`config.mk`:
```
export PLATFORM = sky130hd
export DESIGN_NAME = mbl_bus_mux
export DESIGN_NICKNAME = d
export VERILOG_FILES = /design/src/rtl/mbl_pkg.sv /design/src/rtl/mbl_hold_stage.sv /design/src/rtl/mbl_select.sv /design/src/rtl/mbl_port_drive.sv /design/src/rtl/mbl_bus_mux.sv
export SDC_FILE = /design/constraint.sdc
export NUM_CORES = 1
export LEC_CHECK = 0
export BUFFER_PORTS_ARGS = -buffer_cell sky130_fd_sc_hd__buf_2
export CAP_MARGIN = 10
export CORE_MARGIN = 1
export CORE_UTILIZATION = 44
export DETAILED_ROUTE_END_ITERATION = 10
export GPL_TIMING_DRIVEN = 0
export PLACE_DENSITY = 0.7
export SLEW_MARGIN = 5
export SYNTH_ARGS = -nofsm -noshare
export SYNTH_HDL_FRONTEND = slang
export SYNTH_HIERARCHICAL = 1
export SYNTH_SLANG_ARGS = --single-unit
```
`constraint.sdc`:
```
create_clock -name clk -period 4.2 [get_ports clk]
set_input_delay 0.84 -clock clk [delete_from_list [all_inputs] [get_ports clk]]
set_output_delay 0.84 -clock clk [all_outputs]
set_load 0.01 [all_outputs]
```
`src/rtl/mbl_pkg.sv`:
```
// Shared definitions for the multiplexed bus latch transceiver.
// Assumes: stage and port indices below are the only ones in use.
package mbl_pkg;

    // Storage stages, in the order the top's stage arrays use.
    typedef enum logic [1:0] {
        STG_B1 = 2'd0,
        STG_B2 = 2'd1,
        STG_A1 = 2'd2,
        STG_A2 = 2'd3
    } mbl_stage_e;

    // Driven ports, in the order the top's port arrays use.
    typedef enum logic [1:0] {
        PRT_A  = 2'd0,
        PRT_B1 = 2'd1,
        PRT_B2 = 2'd2
    } mbl_port_e;

    localparam int unsigned MBL_NUM_STAGES = 4;
    localparam int unsigned MBL_NUM_PORTS  = 3;

endpackage

```
`src/rtl/mbl_hold_stage.sv`:
```
// One storage stage: open (combinational pass) while le is high, and
// holding the value sampled at the last clock edge with le high.
// Assumes: le and d are synchronous to clk; reset is synchronous, active low.
module mbl_hold_stage #(
    parameter int unsigned WIDTH = 12
) (
    input  logic             clk,
    input  logic             rst_n,
    input  logic             le,
    input  logic [WIDTH-1:0] d,
    output logic [WIDTH-1:0] q
);

    logic [WIDTH-1:0] held_q;

    // Capture the input on every edge with the stage open; clear on reset.
    always_ff @(posedge clk) begin
        if (!rst_n) begin
            held_q <= '0;
        end else if (le) begin
            held_q <= d;
        end
    end

    // Open stage passes the live input, closed stage shows the held value.
    always_comb begin
        q = le ? d : held_q;
    end

endmodule

```
`src/rtl/mbl_select.sv`:
```
// Two-way selector placed after the B-side stages, choosing which one feeds A.
// Assumes: sel_first = 1 picks in_first.
module mbl_select #(
    parameter int unsigned WIDTH = 12
) (
    input  logic             sel_first,
    input  logic [WIDTH-1:0] in_first,
    input  logic [WIDTH-1:0] in_second,
    output logic [WIDTH-1:0] out
);

    // Route the chosen stage to the A side.
    always_comb begin
        out = sel_first ? in_first : in_second;
    end

endmodule

```
`src/rtl/mbl_port_drive.sv`:
```
// Drive gate for one modelled three-state port: raises the drive-valid
// flag only when enabled and out of reset, and zeroes the data otherwise.
// Assumes: en_n is active low; rst_n low means power-up, so no drive.
module mbl_port_drive #(
    parameter int unsigned WIDTH = 12
) (
    input  logic             rst_n,
    input  logic             en_n,
    input  logic [WIDTH-1:0] d,
    output logic [WIDTH-1:0] q,
    output logic             oe
);

    // Decide whether the port drives and mask the data when it does not.
    always_comb begin
        oe = rst_n & ~en_n;
        q  = oe ? d : '0;
    end

endmodule

```
`src/rtl/mbl_bus_mux.sv`:
```
// Multiplexed bus latch transceiver top. Four storage stages (two per
// direction), a selector after the B-side stages, and three drive gates.
// Assumes: all inputs synchronous to clk; reset synchronous, active low.
module mbl_bus_mux
    import mbl_pkg::*;
#(
    parameter int unsigned WIDTH = 12
) (
    input  logic             clk,
    input  logic             rst_n,
    input  logic [WIDTH-1:0] a_in,
    output logic [WIDTH-1:0] a_out,
    output logic             a_oe,
    input  logic [WIDTH-1:0] b1_in,
    output logic [WIDTH-1:0] b1_out,
    output logic             b1_oe,
    input  logic [WIDTH-1:0] b2_in,
    output logic [WIDTH-1:0] b2_out,
    output logic             b2_oe,
    input  logic             le_b1,
    input  logic             le_b2,
    input  logic             le_a1,
    input  logic             le_a2,
    input  logic             pick_b1,
    input  logic             a_en_n,
    input  logic             b1_en_n,
    input  logic             b2_en_n
);

    localparam int unsigned NS = MBL_NUM_STAGES;
    localparam int unsigned NP = MBL_NUM_PORTS;

    logic [WIDTH-1:0] stg_d   [NS];
    logic [WIDTH-1:0] stg_q   [NS];
    logic             stg_le  [NS];
    logic [WIDTH-1:0] prt_d   [NP];
    logic [WIDTH-1:0] prt_q   [NP];
    logic             prt_oe  [NP];
    logic             prt_en_n[NP];
    logic [WIDTH-1:0] a_sel;

    // Wire stage inputs and enables by stage index.
    always_comb begin
        stg_d[STG_B1]  = b1_in;
        stg_d[STG_B2]  = b2_in;
        stg_d[STG_A1]  = a_in;
        stg_d[STG_A2]  = a_in;
        stg_le[STG_B1] = le_b1;
        stg_le[STG_B2] = le_b2;
        stg_le[STG_A1] = le_a1;
        stg_le[STG_A2] = le_a2;
    end

    for (genvar s = 0; s < NS; s++) begin : g_stage
        mbl_hold_stage #(.WIDTH(WIDTH)) u_stage (
            .clk   (clk),
            .rst_n (rst_n),
            .le    (stg_le[s]),
            .d     (stg_d[s]),
            .q     (stg_q[s])
        );
    end

    mbl_select #(.WIDTH(WIDTH)) u_select (
        .sel_first (pick_b1),
        .in_first  (stg_q[STG_B1]),
        .in_second (stg_q[STG_B2]),
        .out       (a_sel)
    );

    // Wire port data and enables by port index.
    always_comb begin
        prt_d[PRT_A]     = a_sel;
        prt_d[PRT_B1]    = stg_q[STG_A1];
        prt_d[PRT_B2]    = stg_q[STG_A2];
        prt_en_n[PRT_A]  = a_en_n;
        prt_en_n[PRT_B1] = b1_en_n;
        prt_en_n[PRT_B2] = b2_en_n;
    end

    for (genvar p = 0; p < NP; p++) begin : g_port
        mbl_port_drive #(.WIDTH(WIDTH)) u_drive (
            .rst_n (rst_n),
            .en_n  (prt_en_n[p]),
            .d     (prt_d[p]),
            .q     (prt_q[p]),
            .oe    (prt_oe[p])
        );
    end

    // Bring the gated port signals out.
    always_comb begin
        a_out  = prt_q[PRT_A];
        a_oe   = prt_oe[PRT_A];
        b1_out = prt_q[PRT_B1];
        b1_oe  = prt_oe[PRT_B1];
        b2_out = prt_q[PRT_B2];
        b2_oe  = prt_oe[PRT_B2];
    end

endmodule

```
==> run summary, run 1 <==
Status: complete, no violations
Final Hold Slack: 0.5809 ns
Hold buffer count at cts: 0
RSZ-0062 raised after global routing: no
CP startpoint kind: input port
Sequential area share after synthesis: 37.01%
Synthesized instance count: 210
Port bufs: 84
CP max stage delay: 0.33 ns
Clock network latency to the later pin of the worst-skew pair: 0.29 ns
Power Density: 319.0 nW/µm²
Total track usage: 17.88%
Die height: 78.82 µm
Rel. slew slack: 73.12%
Number of global-route vias before repair: 1,755
Max Clock Skew: 0 ns
Critical-path cell list: buf_2, buf_6, mux2_4, mux2_4, and3b_1, buf_2
Vias post-DR: 1,788
First-pass DRT Iterations: 4
Period utilization: 68.62%
Static Leak: 1.761 nW
Detailed Place HPWL: 3963 µm
Share of post-route cells with drive strength above 1: 55.30%
Number of cell rows: 27
Fmax: 0.3470 GHz
Total wire length: 5381 µm
Worst setup EP type: output port
Wire per inst: 14.39 µm
Hold crit path type: reg -> reg
Post-Syn Area: 2596 µm²
Netlist cell types: 10
Top flop regs: g_stage.u_stage/held_q x48
Yosys reg bits: 48
Hold Vio Cnt, Final: 0
Clk slew on worst S/H paths: 0.08 ns
Crit path required time: 3.36 ns
GRT overflow: 0
First-pass GRT wire length: 8556 µm
Maxcap violations: 0
ANT nets after route: 0
Final setup viols: 0
Crit path DAT: 2.04 ns
Most common library cell in the layout ignoring fill and taps: buf_2
Clk root buf: clkbuf_8
Slew Limit Fails: 0
Initial antenna violation count: 0
Post-CTS sizing: 0
Fin crit period: 2.882 ns
Slowest cell on the critical path: mux2_4
# DRC: 0
CTS Sinks: 48
CP startpoint: le_b2
Largest net degree at the start of global routing: 25
Reg2reg start: g_stage[2].u_stage/held_q[5]
Crit-path max FO: 10
Post CTS Setup Buffer Count: 0
Setup TNS: 0 ns
CTS Buf Count: 5
Worst slew pin tran: 0.4032 ns
IO Count: 85
Via density: 4.781
Synth warnings: 6
Synthesized area per cell: 12.36 µm²
Gpl congestion: 0.7415
Syn Nets: 256
HP Start: g_stage[3].u_stage/held_q[1]
Reg with most FFs: g_stage.u_stage/held_q
CORE AREA: 5608 µm²
Initial DRC Count: 56
Max reg flops: 48
Worst VDD drop: 0.0001631 V
Die footprint: 6212 µm²
Initial core utilization: 46.30%
Ant. Diodes: 0
Most frequent cells in the layout: 84 x buf_2, 50 x mux2_4, 48 x dfxtp_1
Layout Nets: 347
Max Root-Sink Buffers: 2
H-tree lvl count: 2
Synth-to-Final Area Change: 23.95%
CTS tree: yes
Setup CP Type: in -> out
Die X: 78.82 µm
[power breakdown]
part / total, mW / internal, mW / switching, mW
logic: 0.208 / 0.127 / 0.0809
clock network: 0.330 / 0.176 / 0.153
registers: 0.489 / 0.482 / 0.00680
total: 1.03 / 0.785 / 0.241
[cell usage after synthesis (all sizes together)]
cell / number / area share [%]
and2: 48 / 12
dfxtp: 48 / 37
clkbuf: 4 / 0.58
and3b: 36 / 12
mux2: 60 / 33
buf: 11 / 4.3
nor2b: 3 / 0.72
[critical path, delay by kind of cell]
family | cells | cell delay, ns
buffers and inverters | 3 | 0.43
AND/OR/NAND/NOR | 1 | 0.17
multiplexers | 2 | 0.59
[per-layer routing]
layer / routed length, µm / up-vias / share of wire [%] / global-route usage, %
met5: 0 / - / 0 / 0
met2: 2613 / 33 / 49 / 29.91
met1: 2542 / 849 / 47 / 23.44
met4: 57 / 0 / 1.1 / 5.455
met3: 167 / 7 / 3.1 / 3.103
li1: - / 899 / - / -
[through the flow]
step           power, mW  cells  worst slack (ns)  area [µm²]  util [%]
3_3_place_gp      0.7047    366             1.307        3107     55.40
2_1_floorplan     0.6438    210             1.625        2596         -
6_report           1.027    374             1.318        3218     57.39
4_1_cts            1.041    374             1.313        3218     57.39
3_5_place_dp      0.7094    366             1.321        3107     55.40
5_1_grt            1.077    374             1.291        3218     57.39
[cells by family after synthesis]
group                  synth area share, %
and+or+nand+nor                      24.82
muxes                                33.25
DFF                                  37.01
buffers and inverters                4.916
[worst paths after layout]
check                                      end  slack [ns]  depth (start not counted)
setup / recovery                      a_out[0]        1.32                          6
hold reg to reg   g_stage[3].u_stage/held_q[1]        0.58                          2
setup reg to reg  g_stage[2].u_stage/held_q[5]        3.36                          2
hold / removal    g_stage[3].u_stage/held_q[1]        0.58                          2
[layout make-up]
cell class,count,area [µm²]
fill,533,2390
multi-input combinational,147,1508
sequential,48,960.9
timing repair buffer,84,420.4
buffer,15,127.6
tap,72,90.09
clock buffer,5,68.82
clock inverter,3,42.54
Note: power is estimated with default switching activity, not from simulation.
==> inputs of run 2 (changes only) <==
PLACE_DENSITY = 0.73   (was 0.7)
clock period = 2.45 ns   (was 4.2 ns; I/O delays follow)
==> run 2 against run 1 <==
  * Wire length fell by 0.61%
  * First-iteration DRC count shrank 29%
  * Global-route usage fell by 0.34 points
  * Non-clock buffer count did not move
  * Power increased by 59%
  * Critical path depth stayed put
  * Highest routed layer unchanged
==> run summary, run 2 (synthesized netlist as in run 1, its figures left out) <==
CP max stage delay: 0.32 ns
Total track usage: 17.54%
CORE AREA: 5608 µm²
Comb power frac: 21.9%
Most common library cell in the layout ignoring fill and taps: buf_2
Static Leak: 1.748 nW
Layout Nets: 347
Share of post-route cells with drive strength above 1: 54.82%
GRT overflow: 0
RSZ-0062 raised after global routing: no
Fin crit period: 2.168 ns
Worst slew pin tran: 0.4632 ns
Initial DRC Count: 40
Top flop regs: g_stage.u_stage/held_q x48
Crit path required time: 1.96 ns
Slew Limit Fails: 0
Clk root buf: clkbuf_8
CTS Sinks: 48
Clk slew on worst S/H paths: 0.08 ns
Routed wl met3: 197 µm
CTS tree: yes
Setup TNS: 0 ns
Clock network latency to the later pin of the worst-skew pair: 0.29 ns
Critical-path cell list: buf_2, buf_6, mux2_4, mux2_4, and3b_1, buf_2
Vias post-DR: 1,791
WL met2: 2485 µm
Die footprint: 6212 µm²
DR top layer: met4
Gpl congestion: 0.7124
Status: complete, no violations
Port bufs: 84
Max reg flops: 48
Die height: 78.82 µm
Ant. Diodes: 0
Hold buffer count at cts: 0
Worst setup EP type: output port
# DRC: 0
Switch share: 24.31%
Post CTS Setup Buffer Count: 0
NetSw: 397.9 µW
Number of cell rows: 27
Fin util: 56.78%
Met1 wire length: 2618 µm
Initial core utilization: 46.30%
CP startpoint kind: input port
CTS Buf Count: 5
Reg with most FFs: g_stage.u_stage/held_q
Worst VDD drop: 0.0001836 V
Rel. slew slack: 69.12%
Via density: 4.802
Largest net degree at the start of global routing: 25
Maxcap violations: 0
Final Hold Slack: 0.5394 ns
Crit path DAT: 1.68 ns
Max Clock Skew: 0 ns
Crit-path max FO: 10
Fmax: 0.4613 GHz
Slowest cell on the critical path: mux2_4
Synth-to-Final Area Change: 22.65%
Overall power: 1.637 mW
ANT nets after route: 0
Post-CTS sizing: 0
Most frequent cells in the layout: 84 x buf_2, 50 x mux2_4, 48 x dfxtp_1
Total wire length: 5348 µm
Max Root-Sink Buffers: 2
Initial antenna violation count: 0
Sequential Power Share: 51.2%
Final setup viols: 0
Period utilization: 88.48%
Internal power: 1.239 mW
Wire per inst: 14.34 µm
First-pass GRT wire length: 8459 µm
Hold Vio Cnt, Final: 0
Setup CP Type: in -> out
Power Density: 514.0 nW/µm²
Number of global-route vias before repair: 1,737
IO Count: 85
Detailed Place HPWL: 3901 µm
Die X: 78.82 µm
Clk pwr share: 27.0%
H-tree lvl count: 2
First-pass DRT Iterations: 4
Hold crit path type: in -> reg
==> run 2: worst max-delay path: cells and delay by family <==
kind          cells  cell delay, ns
buf+inv           3            0.43
mux               2            0.58
simple gates      1            0.17
==> run 2: path summary, 6_finish.rpt <==
check,from,end,slack [ns],cells past startpoint
min reg2reg,g_stage[2].u_stage/held_q[9],g_stage[2].u_stage/held_q[9],0.58,2
max,le_b2,a_out[10],0.28,6
max reg2reg,g_stage[3].u_stage/held_q[10],g_stage[3].u_stage/held_q[10],1.60,2
min,b1_in[2],g_stage[0].u_stage/held_q[2],0.54,3
==> run 2: per-stage QoR <==
| stage | instance area (µm²) | worst slack (ns) | std cells |
|---|---|---|---|
| floorplan | 2596 | 0.5747 | 210 |
| global placement | 3107 | 0.2784 | 366 |
| detailed placement | 3107 | 0.2844 | 366 |
| CTS | 3184 | 0.2787 | 373 |
| global route | 3184 | 0.2304 | 373 |
| finish | 3184 | 0.2822 | 373 |
==> run 2: layout make-up <==
cell class / count / area [µm²]
buffer: 15 / 127.6
clock inverter: 1 / 5.005
clock buffer: 6 / 72.57
multi-input combinational: 147 / 1508
sequential: 48 / 960.9
tap: 72 / 90.09
fill: 518 / 2424
timing repair buffer: 84 / 420.4
==> run 2: power by group through the flow <==
stage | sequential (mW) | clock [mW] | combinational (mW)
2_1_floorplan | 0.852 | 0 | 0.251
3_3_place_gp | 0.854 | 0 | 0.354
3_5_place_dp | 0.856 | 0 | 0.359
4_1_cts | 0.838 | 0.456 | 0.360
5_1_grt | 0.842 | 0.490 | 0.388
6_report | 0.837 | 0.441 | 0.358
==> run 2: per-layer routing <==
metal  GRT usage [%]  vias up
met5               0        -
met4           4.909        0
met3           4.138        4
met2           27.91       32
met1           23.67      857
li1                -      898
==> inputs of run 3 (changes only) <==
CORE_UTILIZATION = 46   (was 44)
PLACE_DENSITY = 0.76   (was 0.73)
==> run 3 against run 2 <==
  * Sequential share of layout area up 0.11 points
  * Worst hold slack better by 0.0012 ns
  * Clock power shrank 3%
  * Combinational power about the same
  * Non-clock buffer count stayed put
  * Largest cell class unchanged
==> run summary, run 3 (synthesized netlist as in run 1, its figures left out) <==
Max Root-Sink Buffers: 2
Setup CP Type: in -> out
Hold crit path type: in -> reg
Setup TNS: 0 ns
Max Clock Skew: 0 ns
Largest net degree at the start of global routing: 25
Number of global-route vias before repair: 1,752
GRT busiest layer: met2
CTS tree: yes
CORE AREA: 5270 µm²
Clk slew on worst S/H paths: 0.08 ns
First-pass GRT wire length: 8576 µm
# DRC: 0
Max reg flops: 48
Sequential Power Share: 51.5%
GRT overflow: 0
Period utilization: 89.69%
GR Util met2: 28.67%
Worst slew pin tran: 0.3851 ns
Fin crit period: 2.198 ns
Vias post-DR: 1,783
Reg2Reg Setup Slack: 1.61 ns
Top flop regs: g_stage.u_stage/held_q x48
Gpl congestion: 0.7637
Die footprint: 5948 µm²
Crit path DAT: 1.71 ns
Wire per inst: 14.77 µm
Synth-to-Final Area Change: 22.22%
Initial antenna violation count: 0
Slew Limit Fails: 0
Worst setup path end: a_out[10]
Crit path required time: 1.96 ns
Total wire length: 5449 µm
CTS Buf Count: 5
Worst setup EP type: output port
Reg2reg start: g_stage[1].u_stage/held_q[1]
First-pass DRT Iterations: 4
Share of post-route cells with drive strength above 1: 54.85%
Post-CTS sizing: 0
Most common library cell in the layout ignoring fill and taps: buf_2
IO Count: 85
Crit-path max FO: 10
H-tree lvl count: 2
Total track usage: 18.50%
Overall power: 1.625 mW
Worst VDD drop: 0.0002151 V
Reg-to-reg endpoint: g_stage[1].u_stage/held_q[1]
Routing usage on met3: 3.929%
Clk pwr share: 26.4%
Switch share: 24.37%
Met1 GRT Util: 25.24%
Layout fillers: 469
Static Leak: 1.743 nW
Final setup viols: 0
ANT nets after route: 0
Clock network latency to the later pin of the worst-skew pair: 0.29 ns
CTS Sinks: 48
NetSw: 396.1 µW
Power Density: 512.2 nW/µm²
Status: complete, no violations
Initial core utilization: 49.26%
Worst r2r path cells: 2
Hold Vio Cnt, Final: 0
Clk root buf: clkbuf_8
Rel. slew slack: 74.32%
Initial DRC Count: 35
Internal power: 1.229 mW
Maxcap violations: 0
Port bufs: 84
CP startpoint kind: input port
Die height: 77.13 µm
Layout Nets: 347
Via density: 4.832
Comb power frac: 22.1%
RSZ-0062 raised after global routing: no
Fmax: 0.4551 GHz
Number of cell rows: 26
Most frequent cells in the layout: 84 x buf_2, 50 x mux2_4, 48 x dfxtp_1
Ant. Diodes: 0
Reg with most FFs: g_stage.u_stage/held_q
Post CTS Setup Buffer Count: 0
Detailed Place HPWL: 3950 µm
Die X: 77.13 µm
Hold buffer count at cts: 0
CP startpoint: le_b2
## run 3: changes by cell type in the layout (fill, tap and decap cells not counted), sizes merged
cell    before  now
clkbuf      10    9
clkinv       1    0
## run 3: how the worst min path moves through the flow
stage / to / cells past startpoint / slack [ns] / startpoint
6_report: g_stage[1].u_stage/held_q[3] / 3 / 0.54 / b2_in[3]
5_1_grt: g_stage[1].u_stage/held_q[3] / 3 / 0.54 / b2_in[3]
4_1_cts: g_stage[1].u_stage/held_q[3] / 3 / 0.53 / b2_in[3]
3_5_place_dp: g_stage[3].u_stage/held_q[7] / 2 / 0.56 / g_stage[3].u_stage/held_q[7]
3_3_place_gp: g_stage[3].u_stage/held_q[1] / 2 / 0.56 / g_stage[3].u_stage/held_q[1]
2_1_floorplan: g_stage[2].u_stage/held_q[10] / 2 / 0.55 / g_stage[2].u_stage/held_q[10]
## run 3: layout make-up
| cell class | instances | area [µm²] | area share [%] |
|---|---|---|---|
| Buffer | 15 | 127.6 | 4.022 |
| Clock buffer | 5 | 68.82 | 2.169 |
| Multi-Input combinational cell | 147 | 1508 | 47.52 |
| Sequential cell | 48 | 960.9 | 30.28 |
| Tap cell | 70 | 87.58 | 2.760 |
| Timing Repair Buffer | 84 | 420.4 | 13.25 |
## run 3: per-layer routing
| metal | part of all wire (%) | up-vias |
|---|---|---|
| met5 | 0 | - |
| met4 | 1.1 | 0 |
| met3 | 4.0 | 4 |
| met2 | 47 | 38 |
| met1 | 48 | 846 |
| li1 | - | 895 |
## run 3: critical path, stage by stage
cell and delay [ns]:
buf_2 0.12, buf_6 0.19, mux2_4 0.32, mux2_4 0.27, and3b_1 0.17, buf_2 0.14
## run 3: power groups by stage
stage | Sequential [mW] | Clock (mW) | Combinational (mW)
after global placement | 0.854 | 0 | 0.353
after detailed placement | 0.856 | 0 | 0.360
final | 0.837 | 0.428 | 0.359
after CTS | 0.838 | 0.438 | 0.362
after floorplan | 0.852 | 0 | 0.251
after global routing | 0.842 | 0.466 | 0.389
## run 3: through the flow
| step | utilization [%] | worst slack [ns] | std cells | hold slack [ns] | instance area (µm²) |
|---|---|---|---|---|---|
| after floorplan | - | 0.5747 | 210 | 0.5462 | 2596 |
| after global placement | 58.90 | 0.2581 | 364 | 0.5574 | 3104 |
| after detailed placement | 58.90 | 0.2520 | 364 | 0.5613 | 3104 |
| after CTS | 60.21 | 0.2474 | 369 | 0.5348 | 3173 |
| after global routing | 60.21 | 0.2056 | 369 | 0.5360 | 3173 |
| final | 60.21 | 0.2525 | 369 | 0.5406 | 3173 |
